--- config.mk ---
export PLATFORM = sky130hd
export DESIGN_NAME = uop_route_decoder
export DESIGN_NICKNAME = d
export VERILOG_FILES = /design/src/rtl/uop_route_pkg.sv /design/src/rtl/uop_route_dst_dec.sv /design/src/rtl/uop_route_state.sv /design/src/rtl/uop_route_addr.sv /design/src/rtl/uop_route_decoder.sv
export SDC_FILE = /design/constraint.sdc
export NUM_CORES = 1
export LEC_CHECK = 0
export BUFFER_PORTS_ARGS = -buffer_cell sky130_fd_sc_hd__buf_2
export CELL_PAD_IN_SITES_DETAIL_PLACEMENT = 1
export CELL_PAD_IN_SITES_GLOBAL_PLACEMENT = 1
export CORE_MARGIN = 3
export CORE_UTILIZATION = 34
export DETAILED_ROUTE_END_ITERATION = 7
export PLACE_DENSITY_LB_ADDON = 0.1
export REMOVE_ABC_BUFFERS = 1
export SLEW_MARGIN = 20
export SYNTH_ARGS = -nofsm -noshare
export SYNTH_HDL_FRONTEND = slang
export SYNTH_SLANG_ARGS = --single-unit
--- constraint.sdc ---
create_clock -name clk -period 2.25 [get_ports clk]
set_clock_uncertainty 0.15 [all_clocks]
set_input_delay 0.5625 -clock clk [delete_from_list [all_inputs] [get_ports clk]]
set_output_delay 0.5625 -clock clk [all_outputs]
set_load 0.01 [all_outputs]
--- src/rtl/uop_route_pkg.sv ---
package uop_route_pkg;
  localparam int unsigned DST_W = 3;
  localparam int unsigned N_DST = 1 << DST_W;

  localparam logic [DST_W-1:0] DST_T    = 3'd0;
  localparam logic [DST_W-1:0] DST_DPH  = 3'd1;
  localparam logic [DST_W-1:0] DST_DPL  = 3'd2;
  localparam logic [DST_W-1:0] DST_MEM  = 3'd3;
  localparam logic [DST_W-1:0] DST_A    = 3'd4;
  localparam logic [DST_W-1:0] DST_PCH  = 3'd5;
  localparam logic [DST_W-1:0] DST_VRAM = 3'd6;
  localparam logic [DST_W-1:0] DST_OUT  = 3'd7;

  localparam logic [1:0] AM_REGS = 2'd0;
  localparam logic [1:0] AM_ZP   = 2'd1;
  localparam logic [1:0] AM_PC   = 2'd2;
  localparam logic [1:0] AM_FULL = 2'd3;

  localparam int unsigned IDX_W = DST_W + 2;
endpackage

--- src/rtl/uop_route_dst_dec.sv ---
module uop_route_dst_dec
  import uop_route_pkg::*;
(
  input  logic             valid,
  input  logic [DST_W-1:0] code,
  output logic [N_DST-1:0] we
);
  for (genvar g = 0; g < N_DST; g++) begin : g_we
    assign we[g] = valid && (code == DST_W'(g));
  end
endmodule

--- src/rtl/uop_route_state.sv ---
module uop_route_state
  import uop_route_pkg::*;
#(
  parameter int unsigned DW = 8
) (
  input  logic            clk,
  input  logic            rst,
  input  logic [N_DST-1:0] we,
  input  logic [DW-1:0]   result,
  input  logic            pc_inc,
  input  logic            xchg,
  output logic [DW-1:0]   t_q,
  output logic [DW-1:0]   a_q,
  output logic [DW-1:0]   dph_q,
  output logic [DW-1:0]   dpl_q,
  output logic [2*DW-1:0] pc_q,
  output logic            xbit_q
);
  always_ff @(posedge clk) begin
    if (rst) begin
      t_q    <= '0;
      a_q    <= '0;
      dph_q  <= '0;
      dpl_q  <= '0;
      pc_q   <= '0;
      xbit_q <= 1'b0;
    end else begin
      if (we[DST_T])   t_q   <= result;
      if (we[DST_A])   a_q   <= result;
      if (we[DST_DPH]) dph_q <= result;
      if (we[DST_DPL]) dpl_q <= result;
      // a PCH load (with PCL from the old DPH) overrides the increment
      if (we[DST_PCH])   pc_q <= {result, dph_q};
      else if (pc_inc)   pc_q <= pc_q + 1'b1;
      if (xchg) xbit_q <= ~xbit_q;
    end
  end
endmodule

--- src/rtl/uop_route_addr.sv ---
module uop_route_addr
  import uop_route_pkg::*;
#(
  parameter int unsigned DW = 8,
  parameter logic [DW-1:0] REG_BASE = 8'hE0
) (
  input  logic [1:0]      mode,
  input  logic            hi,
  input  logic [2:0]      rsel,
  input  logic            xbit,
  input  logic [DW-1:0]   dph,
  input  logic [DW-1:0]   dpl,
  input  logic [2*DW-1:0] pc,
  output logic [2*DW-1:0] addr
);
  logic [IDX_W-1:0] idx;
  logic [DW-1:0]    reg_lo;

  // banked upper half: 16 + 8*bank + index; lower half: index
  assign idx    = {hi, hi & xbit, rsel};
  assign reg_lo = REG_BASE + DW'(idx);

  always_comb begin
    unique case (mode)
      AM_REGS: addr = {{DW{1'b0}}, reg_lo};
      AM_ZP:   addr = {{DW{1'b0}}, dpl};
      AM_PC:   addr = pc;
      default: addr = {dph, dpl};
    endcase
  end
endmodule

--- src/rtl/uop_route_decoder.sv ---
module uop_route_decoder
  import uop_route_pkg::*;
#(
  parameter int unsigned DW = 8,
  parameter logic [DW-1:0] REG_BASE = 8'hE0
) (
  input  logic             clk,
  input  logic             rst,
  input  logic             cyc_valid,
  input  logic             xchg,
  input  logic             ctl_src,
  input  logic [DST_W-1:0] ctl_dst,
  input  logic [1:0]       ctl_mode,
  input  logic [DW-1:0]    ctl_low,
  input  logic [DW-1:0]    mem_rdata,
  input  logic [DW-1:0]    result,
  output logic [DW-1:0]    data_bus,
  output logic [DW-1:0]    operand,
  output logic [2*DW-1:0]  addr,
  output logic [N_DST-1:0] dst_we
);
  localparam int unsigned ACC_BIT = DW - 1;
  localparam int unsigned HI_BIT  = 3;

  logic [DW-1:0]   t_q, a_q, dph_q, dpl_q;
  logic [2*DW-1:0] pc_q;
  logic            xbit_q;
  logic            pc_inc;
  logic            to_ext;

  uop_route_dst_dec u_dec (
    .valid (cyc_valid),
    .code  (ctl_dst),
    .we    (dst_we)
  );

  assign pc_inc = cyc_valid && (ctl_mode == AM_PC);

  uop_route_state #(.DW(DW)) u_state (
    .clk    (clk),
    .rst    (rst),
    .we     (dst_we),
    .result (result),
    .pc_inc (pc_inc),
    .xchg   (xchg),
    .t_q    (t_q),
    .a_q    (a_q),
    .dph_q  (dph_q),
    .dpl_q  (dpl_q),
    .pc_q   (pc_q),
    .xbit_q (xbit_q)
  );

  uop_route_addr #(.DW(DW), .REG_BASE(REG_BASE)) u_addr (
    .mode (ctl_mode),
    .hi   (ctl_low[HI_BIT]),
    .rsel (ctl_low[2:0]),
    .xbit (xbit_q),
    .dph  (dph_q),
    .dpl  (dpl_q),
    .pc   (pc_q),
    .addr (addr)
  );

  assign operand = ctl_low[ACC_BIT] ? a_q : t_q;
  assign to_ext  = (ctl_dst == DST_MEM) || (ctl_dst == DST_OUT);

  always_comb begin
    if (to_ext)
      data_bus = ctl_src ? operand : ctl_low;
    else if (ctl_src)
      data_bus = mem_rdata;
    else
      data_bus = ctl_low[HI_BIT] ? addr[2*DW-1:DW] : addr[DW-1:0];
  end
endmodule

# ---- Yosys cells after proc, flatten, opt, wreduce, memory -nomap -nowiden
# Cells that the tools add are included.
dict set report totals {
  reg_bits 49
  in_bits 34
  word_cells 40
}
dict set report classes {
  add_sub_neg 2
  n_eq_ne 9
  muxes 8
  bitwise_logic 2
  reduce_logical 13
}
# op count
set op_table {}
lappend op_table {{case mux 16 bit (3 select lines)} 1}
lappend op_table {{2-to-1 mux 8 bit} 5}
lappend op_table {{2-to-1 mux 16 bit} 2}
lappend op_table {{adder 16 x 1 -> 16 bit, second input constant} 1}
lappend op_table {{== test 3 bit, second input constant} 4}
lappend op_table {{logical AND 1 bit} 9}
lappend op_table {{adder 6 x 6 -> 7 bit, first input constant} 1}
lappend op_table {{== test 3 x 2 -> 1 bit, second input constant} 2}
lappend op_table {{== test 3 x 1 -> 1 bit, second input constant} 1}
lappend op_table {{logical NOT 3 bit} 1}
lappend op_table {{== test 2 x 1 -> 1 bit, second input constant} 1}
lappend op_table {{== test 2 bit, second input constant} 1}
lappend op_table {{logical NOT 2 bit} 1}
lappend op_table {{nonzero test 2 bit} 1}
lappend op_table {{bitwise AND 1 bit} 1}
lappend op_table {{logical OR 1 bit} 1}
lappend op_table {{inverter 1 bit} 1}

# ---- Depth between registers and ports, before layout
# Gate-level depths: netlist (run 1).
dict set report depth {
  ltp_word 6
  depth_mapped 7
}

# ---- Cells and area by module
# A second synthesis (run 1) with hierarchy kept.
dict set report unflattened {
  hier_cells 296
  hier_area_um2 2905.3
}
# module instances cells_per_inst area_each_um2 seq_area_each_um2
set modules_own_cells {}
lappend modules_own_cells {uop_route_state 1 215 2062.0 980.9}
lappend modules_own_cells {uop_route_decoder 1 30 429.2 0.0}
lappend modules_own_cells {uop_route_addr 1 43 317.8 0.0}
lappend modules_own_cells {uop_route_dst_dec 1 8 96.3 0.0}

# ---- Worst setup path after synthesis (run 1)
# Ideal clock, no wire load.
dict set report synth_path {
  path_type {input to output}
  startpoint {in ctl_mode[1]}
  endpoint {out data_bus[0]}
  arrival_ns 1.837
  slack_ns -0.299
  cell_stages 5
  cell_sequence {buf_4 mux2i_1 o21ai_0 mux2_2 mux4_2}
}
dict set report synth_via {
  elab_chain_len 5
  elab_cells_between_ends 7
}
# element line
set synth_lines {}
lappend synth_lines {{start, declared} uop_route_decoder.sv:13} ;# input logic [1:0] ctl_mode,
lappend synth_lines {{== test 2 bit, or another cell as far along} uop_route_addr.sv:24} ;# unique case (mode)
lappend synth_lines {{case mux 16 bit (3 select lines) *} uop_route_addr.sv:24}
lappend synth_lines {{named net addr[0]} uop_route_decoder.sv:19} ;# output logic [2*DW-1:0] addr,
lappend synth_lines {{2-to-1 mux 8 bit *} uop_route_decoder.sv:74} ;# data_bus = ctl_low[HI_BIT] ? addr[2*DW-1:DW] : addr[DW-1:0];
lappend synth_lines {{2-to-1 mux 8 bit *} uop_route_decoder.sv:71} ;# else if (ctl_src)
lappend synth_lines {{2-to-1 mux 8 bit *} uop_route_decoder.sv:69} ;# if (to_ext)
lappend synth_lines {{end, declared} uop_route_decoder.sv:17} ;# output logic [DW-1:0] data_bus,
# Mark *: on every way through the listed nets, which the timed path passes. The rest lies on a longest branch.

# ---- Worst setup path in the final report (run 1)
dict set report layout_path {
  startpoint {in ctl_mode[1]}
  endpoint {out data_bus[4]}
}
dict set report layout_via {
  elab_chain_len 5
  elab_cells_between_ends 7
}
# element line
set layout_lines {}
lappend layout_lines {{== test 2 bit, or another cell as far along} uop_route_addr.sv:24}
lappend layout_lines {{case mux 16 bit (3 select lines) *} uop_route_addr.sv:24}
lappend layout_lines {{2-to-1 mux 8 bit *} uop_route_decoder.sv:74}
lappend layout_lines {{2-to-1 mux 8 bit *} uop_route_decoder.sv:71}
lappend layout_lines {{2-to-1 mux 8 bit *} uop_route_decoder.sv:69}
# Every way passes the cells marked *; elsewhere a longest branch is shown, timed or not.

==> results of run 1 <==
worst paths after layout:
| check | start | end | slack [ns] | cells past startpoint |
|---|---|---|---|---|
| setup / recovery | ctl_mode[1] | data_bus[4] | -0.39 | 6 |
| hold / removal | u_state.a_q[5] | u_state.a_q[5] | 0.31 | 2 |
| setup reg to reg | u_state.pc_q[1] | u_state.pc_q[13] | 0.27 | 6 |
| hold reg to reg | u_state.a_q[5] | u_state.a_q[5] | 0.31 | 2 |
kinds of logic after synthesis:
kind of cell	share of synthesized area, %
AND/OR/NAND/NOR	27.0
XOR/XNOR	2.45
multiplexers	12.1
AO/OA/AOI/OAI	18.2
flip-flops	34.3
buffers and inverters	5.56
adder cells (fa/ha/maj)	0.437
worst reg2reg max path: cells and delay by family (launching register included):
kind / cells / cell delay [ns]
buffers and inverters: 2 / 0.35
AO/OA/AOI/OAI: 1 / 0.27
flip-flops: 1 / 0.45
AND/OR/NAND/NOR: 3 / 0.67
per-stage QoR:
| stage | utilization, % | area (um2) | setup WS [ns] |
|---|---|---|---|
| after floorplan | - | 2750 | -0.122 |
| after global placement | 47.3 | 3750 | -0.406 |
| after detailed placement | 47.3 | 3750 | -0.432 |
| after CTS | 53.6 | 4250 | -0.304 |
| after global routing | 55.3 | 4380 | -0.402 |
| final | 55.3 | 4380 | -0.387 |
flip-flops by register name, summed over array words and instances, names as in the netlist:
register        cells
u_state.dpl_q       8
u_state.dph_q       8
u_state.pc_q       16
u_state.a_q         8
u_state.t_q         8
u_state.xbit_q      1
power by group through the flow:
stage	clock [mW]	sequential, mW	combinational, mW
3_3_place_gp	0	0.927	0.365
3_5_place_dp	0	0.928	0.373
2_1_floorplan	0	0.925	0.141
5_1_grt	0.815	0.914	0.522
4_1_cts	0.779	0.909	0.452
6_report	0.779	0.911	0.490
per-layer routing:
layer | part of all wire [%] | up-vias
li1 | - | 1576
met3 | 5.8 | 17
met2 | 49 | 119
met4 | 1.8 | 0
met1 | 43 | 1683
met5 | 0 | -
Yosys cell counts, types with 3 or more instances:
master    number  share of area, %
a31oi_1        9               2.0
nor2b_1        4              0.87
dfxtp_1       49                34
xnor2_1        5               1.5
and3_1         3              0.66
nor2_1        26               3.4
clkbuf_1      15               2.0
mux2i_1       12               4.2
nand3b_1       6               1.6
nand4_1        4              0.87
clkinv_1       5              0.66
and2_1         3              0.66
o21ai_0       13               2.3
nand2_1       86                11
nor4_1         5               1.1
a21oi_1       34               5.9
a21boi_0       3              0.79
a22oi_1        4               1.0
xor2_1         3              0.92
a211oi_1      11               2.9
nand3_1        8               1.4
inv_1          7              0.92
nor3_1         7               1.2
buf_2          3              0.52
mux4_2         4               3.1
mux2_2        12               4.7
area by class of cell:
type,count,area [um2]
clock buffers,5,68.8
clock inverters,3,65.1
fillers,978,3550
inverters,12,52.6
multi-input cells,283,1890
flip-flops and latches,49,981
well taps,102,128
repair buffers,153,1200
timing repair:
item                                    CTS  global route
endpoints found under the setup margin   16            16
buffers inserted                         14            10
gates cloned                              2             0
gates resized for setup                  63            25
pin swaps                                11            11
==> flow_summary.toml, run 1 <==
[status]
outcome = "finished, violations left"
violations = "negative setup slack"

[timing]
hold_slack_ns = 0.309
tightest_slew_ns = 0.637
fin_setup_tns_ns = -1.98
fin_crit_ns = 2.64
rsz0062_at_grt = "yes"
finalHoldViolCount = 0
timing.final.crit_share_pct = 117
maxSlewViolCount = 0
slew_headroom_pct = 57.6
setup_viol = 11
clock.fmax_mhz = 379
worst_slack_ns = -0.387

[place]
dp_hpwl_mm = 8.85
gp_congestion = 0.947
io_buffers = 73
dpl.cell_count = 582

[floorplan]
die_area_mm2 = 0.00955
die_w_um = 97.7
initial_core_util_pct = 36.1
die_h_um = 97.7
ios = 74
core_region_area_mm2 = 0.00793
std_cell_rows = 32

[final_layout]
mostFrequentLayoutCells = "nand2_1, buf_2, buf_4"
layout_commonest_cell = "nand2_1"
drive_above_1_share_pct = 40.6
n_antenna_cell = 0
stdcell_count = 607
area_growth_pct = 53.2
nets = 539

[clocking]
ctsHtreeMaxLevel = 2
clk_pin_slew_ns = 0.10
clk_latency_ns = 0.31
clock_path_buffers = 2
cts_buffers = 5
cts_tree = "done"
holdBufCountCts = 0
root_buffer = "clkbuf_8"
cts.sinks = 49

[logic_synthesis]
ys_seq_area_share_pct = 34.3
netlist-cell-type-count = 45
syn_inst = 367
ys.flop_type = "dfxtp_1"
ys_warn_count = 0
synth-edff-count = 0
synthArstFlopShare_pct = 0
netlist_area_mm2 = 0.00286
ys_seq_elements = 49
avgSynthCellArea_um2 = 7.79

[global_route]
use_met1_pct = 34.9
busiest_layer = "met2"
grt_pass1_wl_mm = 19.6
use_met3_pct = 3.59
antenna_found_initial = 0
globalRouteMet2Util_pct = 44.3
first_global_vias = 3465
grt-ovfl-total = 0
grt_util_all_layers_pct = 26.0
grt_max_degree = 32

[routing]
wirelength_mm = 13.0
drtAntennaViolNets = 0
initialDrtViolationCount = 135
first_pass_iters = 4
wl_per_cell_um = 21.4
vias = 3395
drc = 0
routed_via_density = 5.59

[pwr]
power.share.switching_pct = 27.8
power_frac_seq_pct = 41.8
p_sw_uw = 606
power_frac_clock_pct = 35.7
ir_worst_vdd_mv = 0.404
power.density_mw_per_mm2 = 498
total_power_mw = 2.18
combPwrFrac_pct = 22.5
p_int_mw = 1.57
power_leakage_nw = 1.84

[job]
cap_violations = 0

[worst_setup_path]
setup.worst_path.start_class = "primary input"
cp_slowest_cell = "mux4_2"
crit_fanout = 6
crit_arrival_ns = 1.92
end_kind = "output pin"
cp_num_buf_inv = 2
critPathTopFamily = "multiplexers"
cp_cell_sequence = "buf_12, mux2i_1, o21ai_1, mux2_4, mux4_2, buf_6"
path_class = "in2out"
crit_required_ns = 1.54
cp_slowest_stage_delay_ns = 0.46

[hold_path]
hp-class = "reg2reg"
No activity file was read; power rests on OpenSTA's default activity.
==> run 2: changes to the inputs <==
- CORE_MARGIN: 3 -> unset
==> run 2 against run 1 <==
Compared with the run above:
- the run still ends with negative setup slack left
- first-iteration DRC count is 9.6% lower
- sequential share of layout area is 0.75 points higher
- final area is 3.1% lower
- register-to-register slack better by 0.11 ns
- sequential power hardly changed
- utilization is 3.3 points lower
- power is 12% lower
- die area is 8.0% lower
- critical path type unchanged
- critical endpoint is now data_bus[1]
- largest power group unchanged
==> flow_summary.toml, run 2 (synthesis gave the netlist of run 1 again) <==
[clocking]
holdBufCountCts = 0
clk_pin_slew_ns = 0.09
ctsHtreeMaxLevel = 2
clock_path_buffers = 2
cts_buffers = 5
root_buffer = "clkbuf_8"
cts_tree = "done"
clk_latency_ns = 0.31
cts.sinks = 49

[routing]
drc = 0
wirelength_mm = 11.8
wl_per_cell_um = 19.5
first_pass_iters = 4
routed_via_density = 5.47
initialDrtViolationCount = 122
drtAntennaViolNets = 0
vias = 3320

[status]
violations = "negative setup slack"
outcome = "finished, violations left"

[place]
gp_congestion = 0.841
io_buffers = 73
dp_hpwl_mm = 8.35
dpl.cell_count = 583

[timing]
setup_viol = 10
clock.fmax_mhz = 386
slew_headroom_pct = 50.9
rsz0062_at_grt = "yes"
maxSlewViolCount = 0
timing.final.crit_share_pct = 115
fin_setup_tns_ns = -1.95
tightest_slew_ns = 0.736
fin_crit_ns = 2.59
worst_slack_ns = -0.339
finalHoldViolCount = 0

[floorplan]
die_area_mm2 = 0.00878
die_w_um = 93.7
std_cell_rows = 33
ios = 74
core_region_area_mm2 = 0.00818
initial_core_util_pct = 35.0
die_h_um = 93.7

[pwr]
power_leakage_nw = 1.80
power_frac_seq_pct = 47.2
combPwrFrac_pct = 24.3
ir_worst_vdd_mv = 0.225
power_frac_clock_pct = 28.4
power.density_mw_per_mm2 = 453
p_int_mw = 1.37
power.share.switching_pct = 28.8
p_sw_uw = 553

[final_layout]
mostFrequentLayoutCells = "nand2_1, buf_2, buf_4"
n_antenna_cell = 0
drive_above_1_share_pct = 39.6
largest-register = "u_state.pc_q"
fill_cells = 1012
largest_reg_flops = 16
area_growth_pct = 48.4
stdcell_count = 607
nets = 537
layout_commonest_cell = "nand2_1"

[global_route]
grt_max_degree = 36
grt_util_all_layers_pct = 27.2
grt-ovfl-total = 0
antenna_found_initial = 0
first_global_vias = 3319
grt_pass1_wl_mm = 18.0

[worst_setup_path]
end_kind = "output pin"
setup.worst_path.start_class = "primary input"
crit_fanout = 8
path_class = "in2out"
crit_required_ns = 1.54
crit_arrival_ns = 1.88

[hold_path]
hp-class = "reg2reg"

[job]
cap_violations = 0
[run 2: worst paths after layout]
check | startpoint | depth (start not counted) | endpoint | slack, ns
worst max-delay path | ctl_mode[1] | 6 | data_bus[1] | -0.34
worst min-delay path | u_state.t_q[0] | 2 | u_state.t_q[0] | 0.31
worst max register to register | u_state.pc_q[1] | 5 | u_state.pc_q[14] | 0.38
worst min register to register | u_state.t_q[0] | 2 | u_state.t_q[0] | 0.31
[run 2: per-stage QoR]
step	cell area (um2)	utilization [%]	power, mW	hold WS (ns)	worst slack, ns
3_5_place_dp	3730	45.6	1.30	0.296	-0.570
5_1_grt	4250	51.9	2.00	0.337	-0.378
4_1_cts	4070	49.8	1.89	0.309	-0.313
2_1_floorplan	2750	-	1.07	0.275	-0.122
3_3_place_gp	3730	45.6	1.29	0.290	-0.501
6_report	4250	51.9	1.92	0.305	-0.339
[run 2: worst max-delay path, cell delays in order]
cell and delay [ns]:
buf_12 0.12, mux2i_4 0.23, o21ai_2 0.08, mux2_4 0.27, mux4_2 0.47, buf_6 0.14
[run 2: power groups by stage]
stage	Clock [mW]	Combinational, mW	Sequential (mW)
after floorplan	0	0.141	0.925
after global placement	0	0.364	0.926
after detailed placement	0	0.372	0.926
after CTS	0.557	0.430	0.906
after global routing	0.591	0.501	0.911
final	0.547	0.468	0.908
[run 2: metal layers]
layer	GRT usage, %	vias up	wire [um]
met1	37.1	1652	5430
met3	3.56	16	471
met5	0	-	0
met4	8.33	0	234
li1	-	1564	-
met2	44.6	88	5710
[run 2: area by class of cell]
| class | count | area, um2 | share of cell area, % |
|---|---|---|---|
| clock buffer | 7 | 86.3 | 2.03 |
| inverter | 12 | 52.6 | 1.24 |
| multi-input combinational | 283 | 1840 | 43.3 |
| sequential | 49 | 982 | 23.1 |
| tap | 105 | 131 | 3.09 |
| timing repair buffer | 151 | 1160 | 27.2 |
[run 2: timing repair]
action	in CTS	in global routing
buffers inserted	10	5
setup endpoints to repair	18	16
resized for setup	42	33
endpoints found under the hold margin	0	0
pin swaps	7	7
gates cloned	2	1
